## config.mk

```make
export PLATFORM = sky130hd
export DESIGN_NAME = irq_csr_file
export DESIGN_NICKNAME = d
export VERILOG_FILES = /design/src/rtl/irq_csr_pkg.sv /design/src/rtl/irq_masked_reg.sv /design/src/rtl/irq_pend_reg.sv /design/src/rtl/irq_csr_file.sv
export SDC_FILE = /design/constraint.sdc
export NUM_CORES = 1
export LEC_CHECK = 0
export CAP_MARGIN = 20
export CORE_AREA = 2 2 116 118
export DETAILED_ROUTE_END_ITERATION = 10
export DIE_AREA = 0 0 118 120
export DONT_BUFFER_PORTS = 1
export PLACE_DENSITY = 0.48
export RECOVER_POWER = 50
export SYNTH_ARGS = -nofsm -noshare
export SYNTH_HDL_FRONTEND = slang
export SYNTH_SLANG_ARGS = --single-unit
```

## constraint.sdc

```tcl
create_clock -name clk -period 1.1 [get_ports clk]
set_input_delay 0.22 -clock clk [delete_from_list [all_inputs] [get_ports clk]]
set_output_delay 0.22 -clock clk [all_outputs]
set_load 0.01 [all_outputs]
```

## src/rtl/irq_csr_pkg.sv

```systemverilog
package irq_csr_pkg;

  typedef enum logic [2:0] {
    SEL_IE      = 3'd0,
    SEL_IP      = 3'd1,
    SEL_IDELEG  = 3'd2,
    SEL_EDELEG  = 3'd3,
    SEL_S_IE    = 3'd4,
    SEL_S_IP    = 3'd5
  } irq_sel_e;

  // Bit positions inside the enable and pending words.
  localparam int unsigned B_SSIP = 1;
  localparam int unsigned B_MSIP = 3;
  localparam int unsigned B_STIP = 5;
  localparam int unsigned B_MTIP = 7;
  localparam int unsigned B_SEIP = 9;
  localparam int unsigned B_MEIP = 11;

  // Exception causes that may be handed down; cause 14 is reserved.
  localparam int unsigned N_EXC_CAUSES = 16;
  localparam int unsigned EXC_HOLE     = 14;

endpackage

```

## src/rtl/irq_masked_reg.sv

```systemverilog
module irq_masked_reg #(
  parameter int unsigned W = 32,
  parameter logic [W-1:0] LEGAL = '0
) (
  input  logic         clk,
  input  logic         rst,
  input  logic         wr_en,
  input  logic [W-1:0] wr_data,
  input  logic [W-1:0] wr_mask,
  output logic [W-1:0] q,
  output logic [W-1:0] nxt
);
  logic [W-1:0] eff_mask;

  assign eff_mask = wr_mask & LEGAL;

  always_comb begin
    nxt = q;
    if (wr_en) nxt = (q & ~eff_mask) | (wr_data & eff_mask);
  end

  always_ff @(posedge clk) begin
    if (rst) q <= '0;
    else     q <= nxt;
  end

  // Bits outside the legal set never move on a write.
  p_illegal_stable_r4: assert property (@(posedge clk) disable iff (rst)
    wr_en |=> ((q & ~LEGAL) == $past(q & ~LEGAL)));
endmodule

```

## src/rtl/irq_pend_reg.sv

```systemverilog
module irq_pend_reg
  import irq_csr_pkg::*;
#(
  parameter int unsigned W = 32,
  parameter logic [W-1:0] SW_LEGAL = '0
) (
  input  logic         clk,
  input  logic         rst,
  input  logic         sw_we,
  input  logic [W-1:0] sw_data,
  input  logic [W-1:0] sw_mask,
  input  logic         hw_mtip,
  input  logic         hw_meip,
  input  logic         hw_seip,
  output logic [W-1:0] q,
  output logic [W-1:0] nxt
);
  logic [W-1:0] eff_mask;

  assign eff_mask = sw_mask & SW_LEGAL;

  always_comb begin
    nxt = q;
    if (sw_we) nxt = (q & ~eff_mask) | (sw_data & eff_mask);
    nxt[B_MTIP] = hw_mtip;
    nxt[B_MEIP] = hw_meip;
    nxt[B_SEIP] = hw_seip;
  end

  always_ff @(posedge clk) begin
    if (rst) q <= '0;
    else     q <= nxt;
  end

  p_hw_track_r6: assert property (@(posedge clk) disable iff (rst)
    !$past(rst) |-> (q[B_MTIP] == $past(hw_mtip)) && (q[B_MEIP] == $past(hw_meip))
                    && (q[B_SEIP] == $past(hw_seip)));

  p_msip_locked_r5: assert property (@(posedge clk) disable iff (rst)
    sw_we |=> (q[B_MSIP] == $past(q[B_MSIP])));
endmodule

```

## src/rtl/irq_csr_file.sv

```systemverilog
module irq_csr_file
  import irq_csr_pkg::*;
#(
  parameter int unsigned XLEN = 32
) (
  input  logic            clk,
  input  logic            rst,
  input  logic            wr_en,
  input  logic [2:0]      wr_sel,
  input  logic [XLEN-1:0] wr_data,
  input  logic [XLEN-1:0] wr_mask,
  input  logic            hw_mtip,
  input  logic            hw_meip,
  input  logic            hw_seip,
  output logic [XLEN-1:0] ie_q,
  output logic [XLEN-1:0] ip_q,
  output logic [XLEN-1:0] ideleg_q,
  output logic [XLEN-1:0] edeleg_q,
  output logic [XLEN-1:0] s_ie_q,
  output logic [XLEN-1:0] s_ip_q,
  output logic [XLEN-1:0] ip_old_q
);
  localparam logic [XLEN-1:0] S_IRQ = XLEN'((1 << B_SSIP) | (1 << B_STIP) | (1 << B_SEIP));
  localparam logic [XLEN-1:0] M_IRQ = XLEN'((1 << B_MSIP) | (1 << B_MTIP) | (1 << B_MEIP));
  localparam logic [XLEN-1:0] ALL_IRQ = S_IRQ | M_IRQ;
  localparam logic [XLEN-1:0] SW_PEND = S_IRQ & ~XLEN'(1 << B_SEIP);

  function automatic logic [XLEN-1:0] exc_legal();
    logic [XLEN-1:0] m;
    m = '0;
    for (int i = 0; i < N_EXC_CAUSES; i++)
      if (i != EXC_HOLE) m[i] = 1'b1;
    return m;
  endfunction
  localparam logic [XLEN-1:0] EXC_LEGAL = exc_legal();

  logic hit_ie, hit_s_ie, hit_ip, hit_s_ip, hit_ideleg, hit_edeleg;
  logic [XLEN-1:0] ie_mask, ip_mask;
  logic [XLEN-1:0] ie_nxt, ip_nxt, ideleg_nxt, edeleg_nxt;

  assign hit_ie     = wr_en && (wr_sel == SEL_IE);
  assign hit_s_ie   = wr_en && (wr_sel == SEL_S_IE);
  assign hit_ip     = wr_en && (wr_sel == SEL_IP);
  assign hit_s_ip   = wr_en && (wr_sel == SEL_S_IP);
  assign hit_ideleg = wr_en && (wr_sel == SEL_IDELEG);
  assign hit_edeleg = wr_en && (wr_sel == SEL_EDELEG);

  // Supervisor windows narrow the mask to delegated bits.
  assign ie_mask = hit_s_ie ? (wr_mask & ideleg_q) : wr_mask;
  assign ip_mask = hit_s_ip ? (wr_mask & ideleg_q) : wr_mask;

  irq_masked_reg #(.W(XLEN), .LEGAL(ALL_IRQ)) u_ie (
    .clk, .rst, .wr_en(hit_ie || hit_s_ie), .wr_data, .wr_mask(ie_mask),
    .q(ie_q), .nxt(ie_nxt));

  irq_masked_reg #(.W(XLEN), .LEGAL(S_IRQ)) u_ideleg (
    .clk, .rst, .wr_en(hit_ideleg), .wr_data, .wr_mask,
    .q(ideleg_q), .nxt(ideleg_nxt));

  irq_masked_reg #(.W(XLEN), .LEGAL(EXC_LEGAL)) u_edeleg (
    .clk, .rst, .wr_en(hit_edeleg), .wr_data, .wr_mask,
    .q(edeleg_q), .nxt(edeleg_nxt));

  irq_pend_reg #(.W(XLEN), .SW_LEGAL(SW_PEND)) u_ip (
    .clk, .rst, .sw_we(hit_ip || hit_s_ip), .sw_data(wr_data), .sw_mask(ip_mask),
    .hw_mtip, .hw_meip, .hw_seip, .q(ip_q), .nxt(ip_nxt));

  // Registered views and the captured old pending word.
  always_ff @(posedge clk) begin
    if (rst) begin
      s_ie_q   <= '0;
      s_ip_q   <= '0;
      ip_old_q <= '0;
    end else begin
      s_ie_q <= ie_nxt & ideleg_nxt;
      s_ip_q <= ip_nxt & ideleg_nxt;
      if (hit_ip || hit_s_ip) ip_old_q <= ip_q;
    end
  end

  p_ideleg_legal_r3: assert property (@(posedge clk) disable iff (rst)
    (ideleg_q & ~S_IRQ) == '0);

  p_s_ie_view_r7: assert property (@(posedge clk) disable iff (rst)
    s_ie_q == (ie_q & ideleg_q));

  p_s_ip_view_r9: assert property (@(posedge clk) disable iff (rst)
    s_ip_q == (ip_q & ideleg_q));

  p_s_ie_window_r8: assert property (@(posedge clk) disable iff (rst)
    hit_s_ie |=> (((ie_q ^ $past(ie_q)) & ~$past(ideleg_q)) == '0));

  p_old_capture_r10: assert property (@(posedge clk) disable iff (rst)
    (hit_ip || hit_s_ip) |=> (ip_old_q == $past(ip_q)));

  p_idle_hold_r11: assert property (@(posedge clk) disable iff (rst)
    !wr_en |=> (ie_q == $past(ie_q)) && (ideleg_q == $past(ideleg_q))
               && (edeleg_q == $past(edeleg_q)));
endmodule

```

==> results of run 1 <==
==> per-layer routing <==
| layer | part of all wire [%] | wire length, um | up-vias | global-route usage [%] |
|---|---|---|---|---|
| met5 | 0 | 0 | - | 0 |
| met1 | 37 | 2300 | 871 | 8.42 |
| li1 | - | - | 892 | - |
| met2 | 48 | 3010 | 157 | 12.6 |
| met4 | 1.3 | 82 | 0 | 3.09 |
| met3 | 13 | 839 | 6 | 4.99 |
==> metrics by stage <==
step | total power [mW] | instance area (sq um)
global placement | 1.91 | 2590
CTS | 3.37 | 2740
floorplan | 2.38 | 3700
detailed placement | 1.91 | 2590
global route | 3.51 | 2760
finish | 3.31 | 2760
==> how the worst max path moves through the flow <==
| stage | slack (ns) | cells after the start | end | startpoint |
|---|---|---|---|---|
| after floorplan | 0.06 | 4 | s_ip_q[1] | wr_sel[2] |
| after global placement | -0.11 | 5 | s_ip_q[1] | wr_sel[2] |
| after detailed placement | -0.10 | 5 | s_ip_q[1] | wr_sel[2] |
| after CTS | 0.03 | 1 | ideleg_q[9] | u_ideleg.q[9] |
| after global routing | 0.003 | 4 | u_ie.q[1] | u_ideleg.q[1] |
| final | 0.04 | 1 | ideleg_q[9] | u_ideleg.q[9] |
==> kinds of logic (layout without fill, tap and decap cells) <==
kind of cell | after synthesis | after routing
compound gates | 38 | 38
mux | 6 | 6
buf+inv | 194 | 22
other cells | 1 | 184
flops | 40 | 40
simple gates | 105 | 105
==> area by class of cell <==
cell class / instances / share of cell area, %
multi-input combinational: 333 / 53.5
tap: 176 / 7.99
sequential: 40 / 29.1
clock buffer: 5 / 4.54
timing repair buffer: 17 / 4.95
==> where the power goes <==
group          total [mW]  switching, mW  internal, mW  leakage, nW
Combinational       0.431          0.367        0.0642        0.881
Clock                1.38          0.578         0.802       0.0616
Sequential           1.49         0.0245          1.47        0.324
Total                3.31          0.969          2.34         1.27
==> cells in the final DEF, fill, tap and decap left out, types with 3 or more instances in the layout <==
master and instances:
a21oi_1 29, a21oi_2 3, a31oi_1 5, buf_4 8
clkbuf_1 3, clkbuf_16 5, conb_1 184, dfxtp_1 40
dlygate4sd3_1 4, mux2i_1 6, nand2_1 51, nand2b_1 3
nand3_1 25, nor2_1 8, nor2b_1 6, nor3_2 4
==> Yosys cell counts, drive strengths merged <==
cell	instances
nand3	25
and4bb	1
nand2b	3
a31oi	5
clkbuf	6
dfxtp	40
nor4b	1
nor3b	1
and2b	1
buf	188
and4b	1
nor3	5
conb	1
nand2	51
o21ai	1
nor2b	6
a21oi	32
mux2i	6
nand3b	1
nor2	8
and3b	1
==> timing repair <==
item	4_1_cts	5_1_grt
resized for setup	0	1
endpoints found under the setup margin	0	1
endpoints found under the hold margin	34	30
hold buffers	3	2
==> run_results.csv, run 1 <==
group,metric,value,unit
timing,post-route-period-util,96.6,%
route,vias,1926,
pwr,peakVddDrop,0.410,mV
clocking,clk_path_buf_depth,2,
die,initial_core_util,23.2,%
finish,multi_input_area,1470,sq um
synth,synth.avg_cell_area,7.85,sq um
worst_setup_path,path_class,"reg2out",
worst_setup_path,critPathCaptureType,"output pin",
timing,setup_tns,0,ns
die,die_w,118,um
synth,synth-adder-area-share,0,%
grt,grt_max_degree,39,
synth,ys_warn_count,0,
placement,portBuffers,0,
grt,grt_usage,7.90,%
clocking,cts_tree,"done",
die,fp.dieH,120,um
synth,synth_largest_area_cell,"buf_4",
worst_setup_path,rr_endpoint,"s_ie_q[5]",
worst_setup_path,crit_path_start_kind,"register",
worst_setup_path,r2r-start,"u_ideleg.q[5]",
route,postRouteAntennaNets,0,
die,die_area,14200,sq um
placement,placed_cells,561,
run_status,status,"complete, no violations",
placement,place_ws,-0.101,ns
timing,fin_skew,0.00549,ns
worst_setup_path,slowest_delay,0.40,ns
route,dr.pass1.iters,4,
finish,drive_gt1_share,5.82,%
finish,fillers,1462,
pwr,powerDensity,1200,nW/um^2
route,wire_per_inst,10.9,um
pwr,p_leak,1.27,nW
clocking,clk_latency,0.29,ns
clocking,postCtsSetupRepairBufs,0,
route,finalWirelength,6240,um
grt,grt_pass1_wl,8230,um
timing,fmax,941,MHz
die,row_count,42,
synth,ys_top_cells_by_area,"buf_4 (46%), dfxtp_1 (27%), nand2_1 (6.4%)",
synth,synth-seq-cells,40,
finish,n_antenna_cell,0,
hold_path,hold_depth,2,
die,coreArea,13000,sq um
worst_setup_path,r2r_slack,0.06,ns
timing,drv_slew,0,
grt,grt_pass1_vias,1474,
timing,rsz0062_at_grt,"false",
hold_path,min_path_type,"in2reg",
clocking,clk_pin_slew_worst_paths,0.06,ns
route,drc,0,
timing,timing.final.crit_period,1.06,ns
worst_setup_path,crit_slowest_cell,"dfxtp_1",
route,drtIter0Drc,34,
finish,finish.utilization,21.2,%
finish,area_growth,-8.55,%
placement,gp_congestion,0.647,
worst_setup_path,critPathBufInv,1,
worst_setup_path,arrival,0.84,ns
synth,synth_xor_area_share,0,%
finish,final-seq-area,801,sq um
die,io_pins,297,
clocking,ctsHtreeMaxLevel,2,
grt,gr-total-overflow,0,
run,cap_viol_max_count,0,
route,viasPerCell,3.37,
worst_setup_path,worstPathRequired,0.88,ns
synth,synth_top_area_share,45.8,%
worst_setup_path,critPathMaxFanout,5,
finish,final_nets,470,
synth,synth.distinct_cells,24,
worst_setup_path,path_cells,"buf_4",
clocking,cts_buffers,5,
synth,ys_seq_area_share,26.6,%
synth,synthMuxAreaShare,1.99,%
synth,synth_top_family_by_area,"buffers and inverters",
grt,grt_antenna_before_repair,0,
timing,worst_slack,0.0371,ns
clocking,root_buffer,"clkbuf_16",
placement,hpwl,4620,um
clocking,cts.sink_count,40,
timing,setup_violations,0,
synth,synth_compound_area_share,6.77,%
timing,hold_viol,0,
synth,synth_area,3010,sq um
finish,final_cells,571,
worst_setup_path,crit_family,"flip-flops",
worst_setup_path,rr_worst_depth,4,
synth,syn_inst,384,
timing,holdWs,0.0741,ns
hold_path,min-delay-start,"wr_data[8]",
synth,synthSimpleGateAreaFrac,17.3,%
Note: power is estimated with default switching activity, not from simulation.
==> run 2, diff against run 1 <==
- GPL_TIMING_DRIVEN: unset -> 0
==> run 2 against run 1 <==
Clock skew fell by 0.0019 ns. Flip-flop and latch count did not move. Final cell count rose by 32%. Fmax rose by 3.7%. Utilization rose by 11 points. Count of clock-buffer cells in the layout rose by 1. Clock power rose by 22%. Global-route usage rose by 1.8 points. First-iteration DRC count rose by 100%. Register-to-register slack barely moved. Sequential power barely moved. Final area rose by 50%. Critical path type is now reg2reg. Highest routed layer unchanged.
==> run_results.csv, run 2 (synthesis results as in run 1) <==
group,metric,value,unit
hold_path,min-delay-start,"hw_mtip",
die,die_area,14200,sq um
finish,multi_input_area,1520,sq um
worst_setup_path,r2r-start,"u_ideleg.q[5]",
timing,timing.final.crit_period,1.03,ns
pwr,p_leak,2.26,nW
worst_setup_path,crit_slowest_cell,"dfxtp_4",
grt,grt_pass1_vias,1898,
worst_setup_path,slowest_delay,0.38,ns
timing,post-route-period-util,93.2,%
worst_setup_path,r2r_slack,0.07,ns
route,drc,0,
timing,hold_viol,0,
placement,post_dp_cell_area,3920,sq um
clocking,clk_path_buf_depth,2,
grt,grt_usage,9.71,%
grt,grt_max_degree,13,
clocking,ctsHtreeMaxLevel,2,
finish,layout_common_cells,"buf_4 (184), conb_1 (184), nand2_1 (51)",
clocking,cts_buffers,5,
route,drtIter0Drc,69,
die,row_count,42,
finish,final-seq-area,810,sq um
clocking,cts_tree,"done",
timing,max_slew_margin,65.9,%
route,dr.pass1.iters,4,
pwr,powerDensity,994,nW/um^2
die,fp.dieH,120,um
clocking,clk_pin_slew_worst_paths,0.06,ns
die,initial_core_util,23.2,%
route,finalWirelength,7380,um
route,viasPerCell,3.16,
clocking,cts.sink_count,40,
clocking,postCtsSetupRepairBufs,0,
hold_path,hold_depth,1,
finish,fillers,1347,
worst_setup_path,crit_path_start_kind,"register",
timing,setup_tns,0,ns
finish,post-route-cell-area,4140,sq um
clocking,cts_resized,4,
die,die_w,118,um
finish,drive_gt1_share,37.6,%
worst_setup_path,rr_worst_depth,4,
run,cap_viol_max_count,0,
placement,gp_congestion,0.686,
clocking,clk_latency,0.28,ns
worst_setup_path,rr_endpoint,"s_ie_q[5]",
worst_setup_path,worstPathRequired,1.27,ns
worst_setup_path,critPathBufInv,0,
worst_setup_path,arrival,1.20,ns
grt,grt_pass1_wl,10500,um
hold_path,whs_endpoint,"u_ip.q[7]",
timing,setup_violations,0,
hold_path,min_path_type,"in2reg",
route,vias,2373,
finish,n_antenna_cell,0,
clocking,root_buffer,"clkbuf_16",
pwr,peakVddDrop,0.568,mV
die,io_pins,297,
route,wire_per_inst,9.82,um
placement,hpwl,6130,um
grt,grt_antenna_before_repair,0,
die,coreArea,13000,sq um
placement,portBuffers,0,
route,postRouteAntennaNets,0,
worst_setup_path,path_class,"reg2reg",
clocking,cts_hold_buf,0,
finish,area_growth,37.3,%
finish,finish.utilization,31.9,%
run_status,status,"complete, no violations",
worst_setup_path,crit_family,"flip-flops",
timing,rsz0062_at_grt,"false",
timing,fmax,976,MHz
grt,gr-total-overflow,0,
worst_setup_path,critPathMaxFanout,4,
worst_setup_path,path_cells,"nand2b_4 > nand3_1 > a21oi_2 > nor3_2",
worst_setup_path,critPathCaptureType,"register",
timing,fin_skew,0.00355,ns
finish,final_nets,647,
timing,tightest_slew,0.509,ns
timing,drv_slew,0,
## run 2: changes by cell type in the layout (fill, tap and decap cells not counted), moves of 3 or more
cell | previous run | this run
buf_4 | 8 | 184
dlygate4sd3_1 | 4 | 0
buf_2 | 0 | 3
clkbuf_2 | 1 | 4
dfxtp_1 | 40 | 37
## run 2: through the flow
stage | cells | setup slack (ns) | total power, mW | hold WS (ns)
3_5_place_dp | 743 | -0.360 | 2.43 | 0.354
2_1_floorplan | 567 | 0.0568 | 2.38 | 0.348
6_report | 751 | 0.0749 | 4.12 | 0.0660
4_1_cts | 751 | 0.00868 | 4.13 | 0.0600
5_1_grt | 751 | 0.00166 | 4.33 | 0.0573
3_3_place_gp | 743 | -0.341 | 2.43 | 0.353
## run 2: final cells by class
class                      count  area share [%]
multi-input combinational    333            36.7
clock inverter                 2           0.846
tap                          176            5.32
clock buffer                   6            3.11
sequential                    40            19.6
buffer                       194            34.5
## run 2: power breakdown
part	internal (mW)	switching, mW	total (mW)
Combinational	0.472	0.463	0.935
Sequential	1.46	0.0269	1.49
Clock	1.07	0.619	1.69
Total	3.01	1.11	4.12
## run 2: how the worst max path moves through the flow
stage	startpoint	end	cells past startpoint
2_1_floorplan	wr_sel[2]	s_ip_q[1]	4
3_3_place_gp	rst	register	3
3_5_place_dp	rst	register	3
4_1_cts	rst	u_ie.q[5]	3
5_1_grt	u_ideleg.q[5]	u_ie.q[5]	4
6_report	u_ideleg.q[5]	s_ie_q[5]	4
## run 2: per-layer routing
metal	up-vias	share of wire (%)	global-route usage [%]
met5	-	0	0
met4	0	0.45	1.58
li1	1248	-	-
met3	2	15	6.27
met2	152	48	16.6
met1	971	37	10.2
==> run 3, diff against run 2 <==
- MAX_ROUTING_LAYER: unset -> met4
==> run 3 against run 2 <==
Flip-flop and latch count unchanged. Critical endpoint unchanged. Clock skew about the same. Non-clock buffer count unchanged. Via count down 0.13%. Critical path type unchanged. Utilization unchanged. Highest routed layer unchanged.
==> run_results.csv, run 3 (synthesis results as in run 1) <==
group,metric,value,unit
timing,hold_viol,0,
route,wire_per_inst,9.83,um
timing,timing.final.crit_period,1.03,ns
timing,tightest_slew,0.510,ns
worst_setup_path,crit_family,"flip-flops",
placement,post_dp_cell_area,3920,sq um
timing,post-route-period-util,93.2,%
grt,met2_usage,16.6,%
worst_setup_path,crit_path_start_kind,"register",
timing,rsz0062_at_grt,"false",
worst_setup_path,path_cells,"nand2b_4 > nand3_1 > a21oi_2 > nor3_2",
timing,max_slew_margin,65.9,%
placement,portBuffers,0,
pwr,peakVddDrop,0.567,mV
worst_setup_path,arrival,1.20,ns
clocking,cts_hold_buf,0,
worst_setup_path,slowest_delay,0.38,ns
die,initial_core_util,23.2,%
worst_setup_path,critPathBufInv,0,
timing,holdWs,0.0663,ns
placement,place_ws,-0.360,ns
worst_setup_path,critPathCaptureType,"register",
grt,top_usage_layer,"met2",
timing,worst_slack,0.0749,ns
finish,drive_gt1_share,37.6,%
placement,hpwl,6130,um
route,viasPerCell,3.16,
clocking,clk_path_buf_depth,2,
worst_setup_path,critPathMaxFanout,4,
clocking,cts_tree,"done",
grt,grt_pass1_wl,10500,um
grt,grt_antenna_before_repair,0,
die,row_count,42,
timing,drv_slew,0,
pwr,powerDensity,994,nW/um^2
grt,grtUsageMet3,6.04,%
timing,fmax,975,MHz
worst_setup_path,crit_slowest_cell,"dfxtp_4",
placement,gp_congestion,0.693,
die,io_pins,297,
finish,final_cells,751,
clocking,cts_buffers,5,
finish,post-route-cell-area,4140,sq um
clocking,ctsHtreeMaxLevel,2,
pwr,p_leak,2.26,nW
route,finalWirelength,7380,um
clocking,root_buffer,"clkbuf_16",
finish,finish.utilization,31.9,%
timing,setup_tns,0,ns
run,cap_viol_max_count,0,
clocking,clk_pin_slew_worst_paths,0.06,ns
die,fp.dieH,120,um
finish,area_growth,37.3,%
finish,layout_common_cells,"buf_4 (184), conb_1 (184), nand2_1 (51)",
grt,grt_pass1_vias,1893,
grt,grtUsageMet1,10.4,%
placement,placed_cells,743,
die,coreArea,13000,sq um
route,dr.pass1.iters,4,
run_status,status,"complete, no violations",
route,postRouteAntennaNets,0,
route,drc,0,
clocking,postCtsSetupRepairBufs,0,
grt,grt_max_degree,13,
route,vias,2370,
worst_setup_path,path_class,"reg2reg",
worst_setup_path,r2r_slack,0.07,ns
timing,fin_skew,0.00355,ns
timing,setup_violations,0,
die,die_w,118,um
pwr,power,4.11,mW
worst_setup_path,worstPathRequired,1.27,ns
grt,grt_usage,9.98,%
die,die_area,14200,sq um
finish,n_antenna_cell,0,
grt,gr-total-overflow,0,
route,drtIter0Drc,70,
hold_path,min_path_type,"in2reg",
finish,final_nets,647,
clocking,clk_latency,0.28,ns
clocking,cts.sink_count,40,
==> run 3: layout make-up <==
cell class,count,area [sq um]
Clock inverter,2,35.0
Multi-Input combinational cell,333,1520
Buffer,194,1430
Clock buffer,6,129
Fill cell,1347,8840
Tap cell,176,220
Sequential cell,40,810
==> run 3: what timing repair did <==
| action | CTS | global route |
|---|---|---|
| gates resized for setup | 4 | 14 |
| setup endpoints to repair | 19 | 25 |
| endpoints found under the hold margin | 0 | 0 |
==> run 3: per-layer routing <==
metal | wire length [um] | share of wire, %
met4 | 33 | 0.45
met3 | 1050 | 14
met1 | 2770 | 37
met2 | 3530 | 48
met5 | 0 | 0
==> run 3: worst paths after layout <==
| check | start | end | cells after the start |
|---|---|---|---|
| hold reg to reg | register | register | 2 |
| setup reg to reg | u_ideleg.q[5] | s_ie_q[5] | 4 |
| hold / removal | hw_mtip | u_ip.q[7] | 1 |
| setup / recovery | u_ideleg.q[5] | s_ie_q[5] | 4 |
==> run 3: power by group <==
group | total, mW | internal (mW) | switching, mW
Combinational | 0.935 | 0.472 | 0.463
Sequential | 1.49 | 1.46 | 0.0269
Clock | 1.69 | 1.07 | 0.618
==> run 3: worst reg2reg max path, cell delays in order (launching register included) <==
cell,delay (ns)
dfxtp_4,0.38
nand2b_4,0.14
nand3_1,0.13
a21oi_2,0.21
nor3_2,0.06
